==> src/rtl/isa_pkg.sv <==
// Shared constants, types and byte-lane helpers for the host bus target.
// Assumes a 16-bit data bus with two byte lanes.
package isa_pkg;
    localparam int BUS_W = 16;
    localparam int OFS_W = 3;   // word offsets inside a 16-byte window

    localparam logic [OFS_W-1:0] OFS_CMD    = 3'd0;
    localparam logic [OFS_W-1:0] OFS_REF_A  = 3'd1;
    localparam logic [OFS_W-1:0] OFS_REF_B  = 3'd2;
    localparam logic [OFS_W-1:0] OFS_STATUS = 3'd3;
    localparam logic [OFS_W-1:0] OFS_RPTR   = 3'd4;
    localparam logic [OFS_W-1:0] OFS_RDATA  = 3'd5;

    typedef enum logic [3:0] {
        CMD_NOP      = 4'd0,
        CMD_LOAD_REF = 4'd1,
        CMD_DAC_GO   = 4'd2,
        CMD_TEST_GO  = 4'd3
    } cmd_code_e;

    typedef struct packed {
        logic             valid;
        logic [OFS_W-1:0] ofs;
        logic             a0;
        logic             sbhe_n;
        logic [BUS_W-1:0] din;
    } access_t;

    // Merge host write data into a register according to the byte lanes.
    function automatic logic [BUS_W-1:0] lane_merge(
        input logic [BUS_W-1:0] old_w, input logic [BUS_W-1:0] din,
        input logic sbhe_n, input logic a0);
        case ({sbhe_n, a0})
            2'b00:   return din;
            2'b10:   return {old_w[15:8], din[7:0]};
            2'b11:   return {din[7:0], old_w[7:0]};
            default: return {din[15:8], old_w[7:0]};
        endcase
    endfunction

    // Place a register word on the host data lanes for a read.
    function automatic logic [BUS_W-1:0] lane_view(
        input logic [BUS_W-1:0] w, input logic sbhe_n, input logic a0);
        case ({sbhe_n, a0})
            2'b00:   return w;
            2'b10:   return {8'h00, w[7:0]};
            2'b11:   return {8'h00, w[15:8]};
            default: return {w[15:8], 8'h00};
        endcase
    endfunction

    // True when the access carries the low byte of the register.
    function automatic logic has_low(input logic a0);
        return !a0;
    endfunction

    // True when the access carries the high byte of the register.
    function automatic logic has_high(input logic sbhe_n, input logic a0);
        return a0 || !sbhe_n;
    endfunction
endpackage

==> src/rtl/isa_strobe_sync.sv <==
// Synchronises an active-low host strobe into the internal clock domain.
// Gives a capture enable while the strobe is seen steadily active and a
// one-clock pulse on its trailing edge. Assumes STAGES >= 2.
module isa_strobe_sync #(
    parameter int STAGES = 2
) (
    input  logic clk,
    input  logic rst_n,
    input  logic strobe_n,
    output logic cap_en,
    output logic trail
);
    logic [STAGES-1:0] sh;
    logic              last;

    // Shift the raw strobe through the synchroniser and keep the previous level.
    always_ff @(posedge clk) begin
        if (!rst_n) begin
            sh   <= '1;
            last <= 1'b1;
        end else begin
            sh   <= {sh[STAGES-2:0], strobe_n};
            last <= sh[STAGES-1];
        end
    end

    assign cap_en = !sh[STAGES-1] && !sh[STAGES-2];
    assign trail  = sh[STAGES-1] && !last;
endmodule

==> src/rtl/isa_addr_decode.sv <==
// Decodes the host address into window hit, word offset and byte select.
// DMA cycles (aen high) and refresh cycles never hit the window.
module isa_addr_decode
    import isa_pkg::*;
#(
    parameter int              ADDR_W    = 10,
    parameter logic [ADDR_W-1:0] BASE_ADDR = 10'h300
) (
    input  logic [ADDR_W-1:0] addr,
    input  logic              aen,
    input  logic              refresh_n,
    output logic              hit,
    output logic [OFS_W-1:0]  ofs,
    output logic              a0
);
    localparam int WIN_LSB = OFS_W + 1;

    // Compare the upper address bits and exclude non-I/O cycle types.
    always_comb begin
        hit = (addr[ADDR_W-1:WIN_LSB] == BASE_ADDR[ADDR_W-1:WIN_LSB])
              && !aen && refresh_n;
        ofs = addr[OFS_W:1];
        a0  = addr[0];
    end
endmodule

==> src/rtl/isa_result_mem.sv <==
// Result memory: one synchronous write port for the test engine and one
// asynchronous read port for the host. Contents are not reset.
module isa_result_mem
    import isa_pkg::*;
#(
    parameter int DEPTH = 64,
    localparam int AW   = $clog2(DEPTH)
) (
    input  logic             clk,
    input  logic             we,
    input  logic [AW-1:0]    waddr,
    input  logic [BUS_W-1:0] wdata,
    input  logic [AW-1:0]    raddr,
    output logic [BUS_W-1:0] rdata
);
    logic [BUS_W-1:0] mem [DEPTH];

    // Store one engine result per clock when enabled.
    always_ff @(posedge clk) begin
        if (we) mem[waddr] <= wdata;
    end

    assign rdata = mem[raddr];
endmodule

==> src/rtl/isa_regfile.sv <==
// Control registers, command decode and status flags. Captures each host
// access while its strobe is steady, then acts on it once at the trailing
// edge. Assumes address and data stay valid until the strobe is synchronised.
module isa_regfile
    import isa_pkg::*;
#(
    parameter int PTR_W = 6
) (
    input  logic             clk,
    input  logic             rst_n,
    input  logic             wr_cap_en,
    input  logic             wr_trail,
    input  logic             rd_cap_en,
    input  logic             rd_trail,
    input  access_t          cur,
    input  logic             dac_busy,
    input  logic             dac_done_in,
    input  logic             test_busy,
    input  logic             test_done_in,
    output logic [BUS_W-1:0] ref_a,
    output logic [BUS_W-1:0] ref_b,
    output logic [PTR_W-1:0] ptr,
    output logic [BUS_W-1:0] status,
    output logic             param_load_p,
    output logic             dac_start_p,
    output logic             test_start_p
);
    access_t     wr_cap, rd_cap;
    logic [1:0]  done, rd_snap, clr;
    logic        wr_act, rd_act;
    logic [BUS_W-1:0] ptr_wide;

    assign wr_act   = wr_trail && wr_cap.valid;
    assign rd_act   = rd_trail && rd_cap.valid;
    assign ptr_wide = {{(BUS_W-PTR_W){1'b0}}, ptr};

    // Hold the latest write access seen during the strobe; drop it once used.
    always_ff @(posedge clk) begin
        if (!rst_n)          wr_cap <= '0;
        else if (wr_cap_en)  wr_cap <= cur;
        else if (wr_trail)   wr_cap.valid <= 1'b0;
    end

    // Hold the latest read access and the done flags the host is seeing.
    always_ff @(posedge clk) begin
        if (!rst_n) begin
            rd_cap  <= '0;
            rd_snap <= '0;
        end else if (rd_cap_en) begin
            rd_cap  <= cur;
            rd_snap <= done;
        end else if (rd_trail) begin
            rd_cap.valid <= 1'b0;
        end
    end

    // Write registers and move the result pointer.
    always_ff @(posedge clk) begin
        if (!rst_n) begin
            ref_a <= '0;
            ref_b <= '0;
            ptr   <= '0;
        end else if (wr_act) begin
            case (wr_cap.ofs)
                OFS_REF_A: ref_a <= lane_merge(ref_a, wr_cap.din, wr_cap.sbhe_n, wr_cap.a0);
                OFS_REF_B: ref_b <= lane_merge(ref_b, wr_cap.din, wr_cap.sbhe_n, wr_cap.a0);
                OFS_RPTR:  ptr   <= PTR_W'(lane_merge(ptr_wide, wr_cap.din,
                                                      wr_cap.sbhe_n, wr_cap.a0));
                default: ;
            endcase
        end else if (rd_act && rd_cap.ofs == OFS_RDATA
                     && has_high(rd_cap.sbhe_n, rd_cap.a0)) begin
            ptr <= ptr + 1'b1;
        end
    end

    // Turn a command write into a one-clock start pulse.
    always_ff @(posedge clk) begin
        if (!rst_n) begin
            param_load_p <= 1'b0;
            dac_start_p  <= 1'b0;
            test_start_p <= 1'b0;
        end else begin
            param_load_p <= 1'b0;
            dac_start_p  <= 1'b0;
            test_start_p <= 1'b0;
            if (wr_act && wr_cap.ofs == OFS_CMD && has_low(wr_cap.a0)) begin
                case (cmd_code_e'(wr_cap.din[3:0]))
                    CMD_LOAD_REF: param_load_p <= 1'b1;
                    CMD_DAC_GO:   dac_start_p  <= 1'b1;
                    CMD_TEST_GO:  test_start_p <= 1'b1;
                    default: ;
                endcase
            end
        end
    end

    assign clr = (rd_act && rd_cap.ofs == OFS_STATUS && has_low(rd_cap.a0))
                 ? rd_snap : 2'b00;

    // Keep sticky done flags; a new pulse wins over a clear.
    always_ff @(posedge clk) begin
        if (!rst_n) done <= '0;
        else        done <= (done & ~clr) | {test_done_in, dac_done_in};
    end

    assign status = {{(BUS_W-4){1'b0}}, done[1], test_busy, done[0], dac_busy};
endmodule

==> src/rtl/isa_slave_if.sv <==
// Host bus target top. Synchronises the strobes, decodes the window,
// drives read data combinationally from the address while the read strobe
// is active, and passes accepted accesses to the register file.
module isa_slave_if
    import isa_pkg::*;
#(
    parameter int                ADDR_W      = 10,
    parameter logic [ADDR_W-1:0] BASE_ADDR   = 10'h300,
    parameter int                RES_DEPTH   = 64,
    parameter int                SYNC_STAGES = 2,
    localparam int               PTR_W       = $clog2(RES_DEPTH)
) (
    input  logic              clk,
    input  logic              rst_n,
    input  logic [ADDR_W-1:0] bus_addr,
    input  logic [BUS_W-1:0]  bus_din,
    input  logic              bus_rd_n,
    input  logic              bus_wr_n,
    input  logic              bus_aen,
    input  logic              bus_refresh_n,
    input  logic              bus_sbhe_n,
    output logic [BUS_W-1:0]  bus_dout,
    output logic              bus_dout_oe,
    output logic              bus_cs16_n,
    input  logic              eng_dac_busy,
    input  logic              eng_dac_done,
    input  logic              eng_test_busy,
    input  logic              eng_test_done,
    input  logic              res_we,
    input  logic [PTR_W-1:0]  res_waddr,
    input  logic [BUS_W-1:0]  res_wdata,
    output logic [BUS_W-1:0]  ref_a,
    output logic [BUS_W-1:0]  ref_b,
    output logic              param_load_p,
    output logic              dac_start_p,
    output logic              test_start_p
);
    logic             hit, a0, wr_cap_en, wr_trail, rd_cap_en, rd_trail;
    logic [OFS_W-1:0] ofs;
    logic [PTR_W-1:0] ptr;
    logic [BUS_W-1:0] status, mem_q, word_q;
    access_t          cur;

    isa_addr_decode #(.ADDR_W(ADDR_W), .BASE_ADDR(BASE_ADDR)) u_dec (
        .addr(bus_addr), .aen(bus_aen), .refresh_n(bus_refresh_n),
        .hit(hit), .ofs(ofs), .a0(a0));

    isa_strobe_sync #(.STAGES(SYNC_STAGES)) u_wsync (
        .clk(clk), .rst_n(rst_n), .strobe_n(bus_wr_n),
        .cap_en(wr_cap_en), .trail(wr_trail));

    isa_strobe_sync #(.STAGES(SYNC_STAGES)) u_rsync (
        .clk(clk), .rst_n(rst_n), .strobe_n(bus_rd_n),
        .cap_en(rd_cap_en), .trail(rd_trail));

    assign cur = '{valid: hit, ofs: ofs, a0: a0, sbhe_n: bus_sbhe_n, din: bus_din};

    isa_regfile #(.PTR_W(PTR_W)) u_regs (
        .clk(clk), .rst_n(rst_n),
        .wr_cap_en(wr_cap_en), .wr_trail(wr_trail),
        .rd_cap_en(rd_cap_en), .rd_trail(rd_trail), .cur(cur),
        .dac_busy(eng_dac_busy), .dac_done_in(eng_dac_done),
        .test_busy(eng_test_busy), .test_done_in(eng_test_done),
        .ref_a(ref_a), .ref_b(ref_b), .ptr(ptr), .status(status),
        .param_load_p(param_load_p), .dac_start_p(dac_start_p),
        .test_start_p(test_start_p));

    isa_result_mem #(.DEPTH(RES_DEPTH)) u_mem (
        .clk(clk), .we(res_we), .waddr(res_waddr), .wdata(res_wdata),
        .raddr(ptr), .rdata(mem_q));

    // Select the addressed word for a host read.
    always_comb begin
        case (ofs)
            OFS_REF_A:  word_q = ref_a;
            OFS_REF_B:  word_q = ref_b;
            OFS_STATUS: word_q = status;
            OFS_RPTR:   word_q = {{(BUS_W-PTR_W){1'b0}}, ptr};
            OFS_RDATA:  word_q = mem_q;
            default:    word_q = '0;
        endcase
    end

    // Drive the data lanes and acknowledgements from the raw bus signals.
    always_comb begin
        bus_cs16_n  = !hit;
        bus_dout_oe = hit && !bus_rd_n;
        bus_dout    = bus_dout_oe ? lane_view(word_q, bus_sbhe_n, a0) : '0;
    end
endmodule

==> config.mk <==
export PLATFORM = sky130hd
export DESIGN_NAME = isa_slave_if
export DESIGN_NICKNAME = d
export VERILOG_FILES = /design/src/rtl/isa_pkg.sv /design/src/rtl/isa_strobe_sync.sv /design/src/rtl/isa_addr_decode.sv /design/src/rtl/isa_result_mem.sv /design/src/rtl/isa_regfile.sv /design/src/rtl/isa_slave_if.sv
export SDC_FILE = /design/constraint.sdc
export NUM_CORES = 1
export LEC_CHECK = 0
export CORE_MARGIN = 4
export CORE_UTILIZATION = 45
export CTS_CLUSTER_DIAMETER = 100
export DETAILED_ROUTE_END_ITERATION = 10
export DONT_BUFFER_PORTS = 1
export HOLD_SLACK_MARGIN = 0.15
export PLACE_DENSITY = 0.62
export SLEW_MARGIN = 20
export SYNTH_ARGS = -nofsm -noshare
export SYNTH_HDL_FRONTEND = slang
export SYNTH_SLANG_ARGS = --single-unit
==> constraint.sdc <==
create_clock -name clk -period 6.7 [get_ports clk]
set_input_delay 0.67 -clock clk [delete_from_list [all_inputs] [get_ports clk]]
set_output_delay 0.67 -clock clk [all_outputs]
set_load 0.005 [all_outputs]
* Word level (Yosys, flattened, before mapping)
Memory sizes are Yosys's and may differ from the RTL's. A register that Yosys moved wholly into a read port is not among the register bits.
Cells that the tools add are included.
** Operators by class
- Add/sub/neg operators :: 1
- Reductions and logical operators :: 41
- Multiply operators :: 0
- Equality and inequality tests :: 21
- Shift operators :: 0
- Divide/modulo/power cells :: 0
- Magnitude comparators :: 0
- Muxes and demuxes :: 20
- Bitwise logic cells :: 5
** Operators by type and width (count)
- $pmux W16 S3 :: 2
- $pmux W16 S5 :: 1
- $mux W6 :: 5
- $pmux W6 S3 :: 1
- $mux W16 :: 1
- $logic_and A1 B1 Y1 :: 15
- $eq A3 B2 Y1 const B :: 4
- $eq A3 B3 Y1 const B :: 4
- $logic_not A1 Y1 :: 12
- $reduce_and A4 Y1 :: 3
- $mux W1 :: 9
- $eq A2 B2 Y1 const B :: 4
- $eq A4 B2 Y1 const B :: 2
- $reduce_bool A2 Y1 :: 4
- $add A6 B1 Y6 const B :: 1
- $eq A3 B1 Y1 const B :: 2
- $eq A6 B6 Y1 const B :: 1
- $reduce_and A3 Y1 :: 2
- $eq A4 B1 Y1 const B :: 1
- $logic_not A2 Y1 :: 2
- $ne A2 B2 Y1 const B :: 2
- $logic_not A3 Y1 :: 1
- $ne A3 B3 Y1 const B :: 1
- $and A2 B2 Y2 :: 1
- other kinds (6) :: 7
** Word-level totals
- Latch bits :: 0
- Memories :: 1
- Input bits :: 60
- Output and inout bits :: 53
- Logic and storage cells :: 112
- Bits in read-only memories :: 0
- Bits in writable memories :: 1024
- Register bits :: 79
** Memories
- u_mem.mem :: depth 64, width 16, rd ports 1, clocked after memory_dff 1, wr ports 1, line isa_result_mem.sv:16 : logic [BUS_W-1:0] mem [DEPTH];

* Logic depth before layout (Yosys ltp)
- Word-level depth :: 9
- Depth in mapped cells :: 13
- Gate-level depth less buffers :: 6

* Cells and area by module
From an unflattened synthesis, not the netlist that was laid out.
** Unflattened totals
- Cells, all modules :: 2257
- Area total of the unflattened synthesis :: 43894.6 µm²
** By module, submodules not included
- isa_result_mem :: sequential area each 30749.5 µm², times used 1, cells an instance 1813, area an instance 39721.8 µm²
- isa_regfile :: sequential area each 1461.4 µm², times used 1, cells an instance 319, area an instance 3135.5 µm²
- isa_slave_if :: sequential area each 0.0 µm², times used 1, cells an instance 102, area an instance 788.3 µm²
- isa_strobe_sync :: sequential area each 60.1 µm², times used 2, cells an instance 8, area an instance 96.3 µm²
- isa_addr_decode :: sequential area each 0.0 µm², times used 1, cells an instance 7, area an instance 56.3 µm²

* Worst setup path before layout
Ideal clock, no wire load.
- Kind :: in2out
- From :: in bus_addr[5]
- To :: out bus_dout[4]
- Slack :: 3.634 ns
- Arrival time :: 2.396 ns
- Path buffers :: 0
- Stages on the path :: 6
- Required time :: 6.030 ns
- Cells stage by stage :: or4_1 > nor3_1 > nand2_1 > nor2_1 > o21ai_0 > o221ai_1
** On the way
- Cells in the longest elaborated chain, start to end :: 5
** Ends and longest elaborated chain
- start, declared :: line isa_slave_if.sv:15 : input logic [ADDR_W-1:0] bus_addr,
- $eq A6 B6 Y1 :: line isa_addr_decode.sv:20 : hit = (addr[ADDR_W-1:WIN_LSB] == BASE_ADDR[ADDR_W-1:WIN_LSB])
- $logic_and A1 B1 Y1 (2 in series) :: line isa_addr_decode.sv:21 : && !aen && refresh_n;
- $logic_and A1 B1 Y1 :: line isa_slave_if.sv:87 : bus_dout_oe = hit && !bus_rd_n;
- via bus_dout_oe :: line isa_slave_if.sv:23 : output logic bus_dout_oe,
- $mux W16 :: line isa_slave_if.sv:88 : bus_dout = bus_dout_oe ? lane_view(word_q, bus_sbhe_n, a0) : '0;
- end, declared :: line isa_slave_if.sv:22 : output logic [BUS_W-1:0] bus_dout,
The timed path passes the listed nets, and every way through them passes these cells.

==> flow_metrics.env <==
export IMPL_wl_um=111000
export IMPL_min_from="rst_n"
export IMPL_arrival_ns=4.69
export IMPL_syn_area_um2=43500
export IMPL_synth_edf_count=1024
export IMPL_peakVddDrop_mv=0.196
export IMPL_overflow=0
export IMPL_synth_area_per_cell_um2=18.8
export IMPL_grt_use_met1_pct=28.1
export IMPL_area_growth_pct=13.5
export IMPL_synth_ff_type="edfxtp_1"
export IMPL_dr_pass1_iters=6
export IMPL_synthCells=2309
export IMPL_h_tree_depth=3
export IMPL_wl_per_cell_um=29.2
export IMPL_reg2reg_depth=6
export IMPL_crit_required_ns=6.03
export IMPL_final_cell_area_um2=49400
export IMPL_yosysTopAreaCellShare_pct=70.7
export IMPL_startpoint_type="flop"
export IMPL_placed_area_um2=45200
export IMPL_finalNetCount=2484
export IMPL_synth_nets=2370
export IMPL_rsz0062_at_grt="no"
export IMPL_postCtsSetupRepairBufs=0
export IMPL_drive_gt1_share_pct=19.7
export IMPL_synth_top_family_by_area="multiplexers"
export IMPL_drv_slew=0
export IMPL_min_path_cells=1
export IMPL_leakagePower_nw=14.9
export IMPL_die_area_um2=102000
export IMPL_first_global_vias=22600
export IMPL_cp_cell_sequence="buf_12, mux4_2, mux4_2, o22ai_1, nor3_1, a31oi_1, o2111ai_1"
export IMPL_via_count=22500
export IMPL_cts_buffer_depth=3
export IMPL_slowest_delay_ns=0.90
export IMPL_synth_compound_area_share_pct=4.76
export IMPL_clk_pin_slew_ns=0.06
export IMPL_hold_viol=0
export IMPL_yosys_warnings=0
export IMPL_grt_util_met3_pct=6.65
export IMPL_grt_start_max_net_pins=85
export IMPL_synth_xor_area_share_pct=0
export IMPL_synth_largest_area_cell="edfxtp_1"
export IMPL_cts_tree="yes"
export IMPL_drc=0
export IMPL_holdBufCountCts=42
export IMPL_finalClockSkew_ns=0.0139
export IMPL_synth_fa_ha_area_share_pct=0.0288
export IMPL_clock_fmax_mhz=186
export IMPL_tns_ns=0
export IMPL_grt_use_met2_pct=34.2
export IMPL_period_minus_slack_ns=5.36
export IMPL_die_x_um=319
export IMPL_seq_area_frac_synth_pct=74.6
export IMPL_reg2reg_from="u_wsync.sh[1]"
export IMPL_grt_usage_pct=21.3
export IMPL_postRouteAntennaNets=0
export IMPL_min_period_over_period_pct=80.1
export IMPL_ios=113
export IMPL_ys_ff_latch=1109
export IMPL_coreArea_um2=95400
export IMPL_cts_sinks=1109
export IMPL_synth_top_cells_by_area="edfxtp_1, mux4_2, mux2i_1"
export IMPL_dp_hpwl_um=64500
export IMPL_final_util_pct=51.7
export IMPL_synth_common_cells="edfxtp_1, mux2i_1, mux4_2"
export IMPL_slew_headroom_pct=24.9
export IMPL_cts_root_buf="clkbuf_16"
export IMPL_powerDensity_nw_per_um2=278
export IMPL_post_cts_resized=0
export IMPL_grt_pass1_wl_um=158000
export IMPL_path_max_fanout=66
export IMPL_clock_latency_ns=0.69
export IMPL_setup_violations=0
export IMPL_num_rows=113
export IMPL_async_flop_share_pct=0
export IMPL_antennaDiodeCount=0
export IMPL_min_path_type="input port to flop"
export IMPL_gp_congestion=0.952
export IMPL_cts_inserted_buffers=112
export IMPL_initial_utilization_pct=45.6
export IMPL_synthMuxAreaShare_pct=15.4
export IMPL_synth_simple_gate_area_share_pct=3.55
export IMPL_place_port_buffers=0
export IMPL_die_y_um=319
export IMPL_busiest_layer="met2"
export IMPL_r2r_setup_slack_ns=4.12
export IMPL_critPathSlowestCell="dfxtp_4"
export IMPL_crit_type="flop to output pin"
export IMPL_routed_via_density=5.96
export IMPL_end_kind="output pin"
export IMPL_maxCapViolCount=0
export IMPL_cpMostUsedCell="mux4_2"
export IMPL_ys_types=55
export IMPL_yosysMostFrequentCell="edfxtp_1"
export IMPL_antenna_found_initial=4
export IMPL_status="complete, no violations"
export IMPL_worstMarginPinSlew_ns=1.13
export IMPL_drt_initial_drc_count=2571
-- worst max path at each step --
stage,start,end,slack [ns],depth (start not counted)
finish,flop,bus_dout[7],1.34,7
global route,flop,bus_dout[7],1.33,7
floorplan,bus_addr[5],bus_dout[4],3.63,6
global placement,flop,bus_dout[7],2.28,7
detailed placement,flop,bus_dout[7],2.20,7
CTS,flop,bus_dout[7],1.47,7
-- power breakdown --
group / total (mW) / switching (mW) / internal (mW)
logic: 0.237 / 0.166 / 0.0703
registers: 7.62 / 0.0151 / 7.60
clock network: 5.89 / 2.57 / 3.32
total: 13.7 / 2.76 / 11.0
-- registers in the layout (all words and copies together), names as in the netlist, 2 cells and up, named ones only --
signal          flops
u_regs.done         2
u_regs.ref_b       16
u_regs.rd_snap      2
u_wsync.sh          2
u_regs.ptr          6
u_rsync.sh          2
u_regs.wr_cap      22
u_regs.rd_cap       6
u_mem.mem        1024
u_regs.ref_a       16
-- metrics by stage --
step                      std cells  total power [mW]  setup slack, ns  hold slack [ns]
final                          3780              13.7             1.34            0.214
after CTS                      3778              13.8             1.47            0.168
after global placement         3530              7.84             2.28            0.448
after floorplan                2309              7.82             3.63            0.426
after detailed placement       3530              7.84             2.20            0.444
after global routing           3780              14.2             1.33            0.184
-- critical path, delay by kind of cell (launching register included) --
family	cells	cell delay (ns)
buffers and inverters	1	0.43
flip-flops	1	0.90
AO/OA/AOI/OAI	3	1.31
AND/OR/NAND/NOR	1	0.11
multiplexers	2	1.11
-- metal layers --
layer / vias up / part of all wire [%]
met5: - / 0
met4: 0 / 3.4
met3: 220 / 9.4
met2: 1001 / 48
met1: 11700 / 40
li1: 9611 / -
-- layout by cell type, fill, tap and decap left out, drive strengths merged, types with 28 or more instances in the layout --
cell type  instances
buf              107
dfxtp             85
nand2             99
a21boi            28
clkinv            53
mux2i            224
a22oi            100
clkbuf           141
edfxtp          1024
o21ai             32
mux4             185
nor2b             34
a21oi             81
nor2              83
-- cell type report --
cell class,instances,area (um^2)
Timing Repair Buffer,134,1480
Sequential cell,1109,32500
Tap cell,1265,1580
Clock buffer,139,2930
Clock inverter,67,519
Fill cell,7520,46100
Multi-Input combinational cell,1060,10400
Inverter,6,22.5
-- cell families (layout without fill, tap and decap cells) --
kind of cell    after synthesis  count (layout)
compound gates              307             307
buf+inv                     140             346
fa+ha+maj                     1               1
mux                         433             433
simple gates                319             319
flops                      1109            1109
Power figures use the tool's default switching activity.
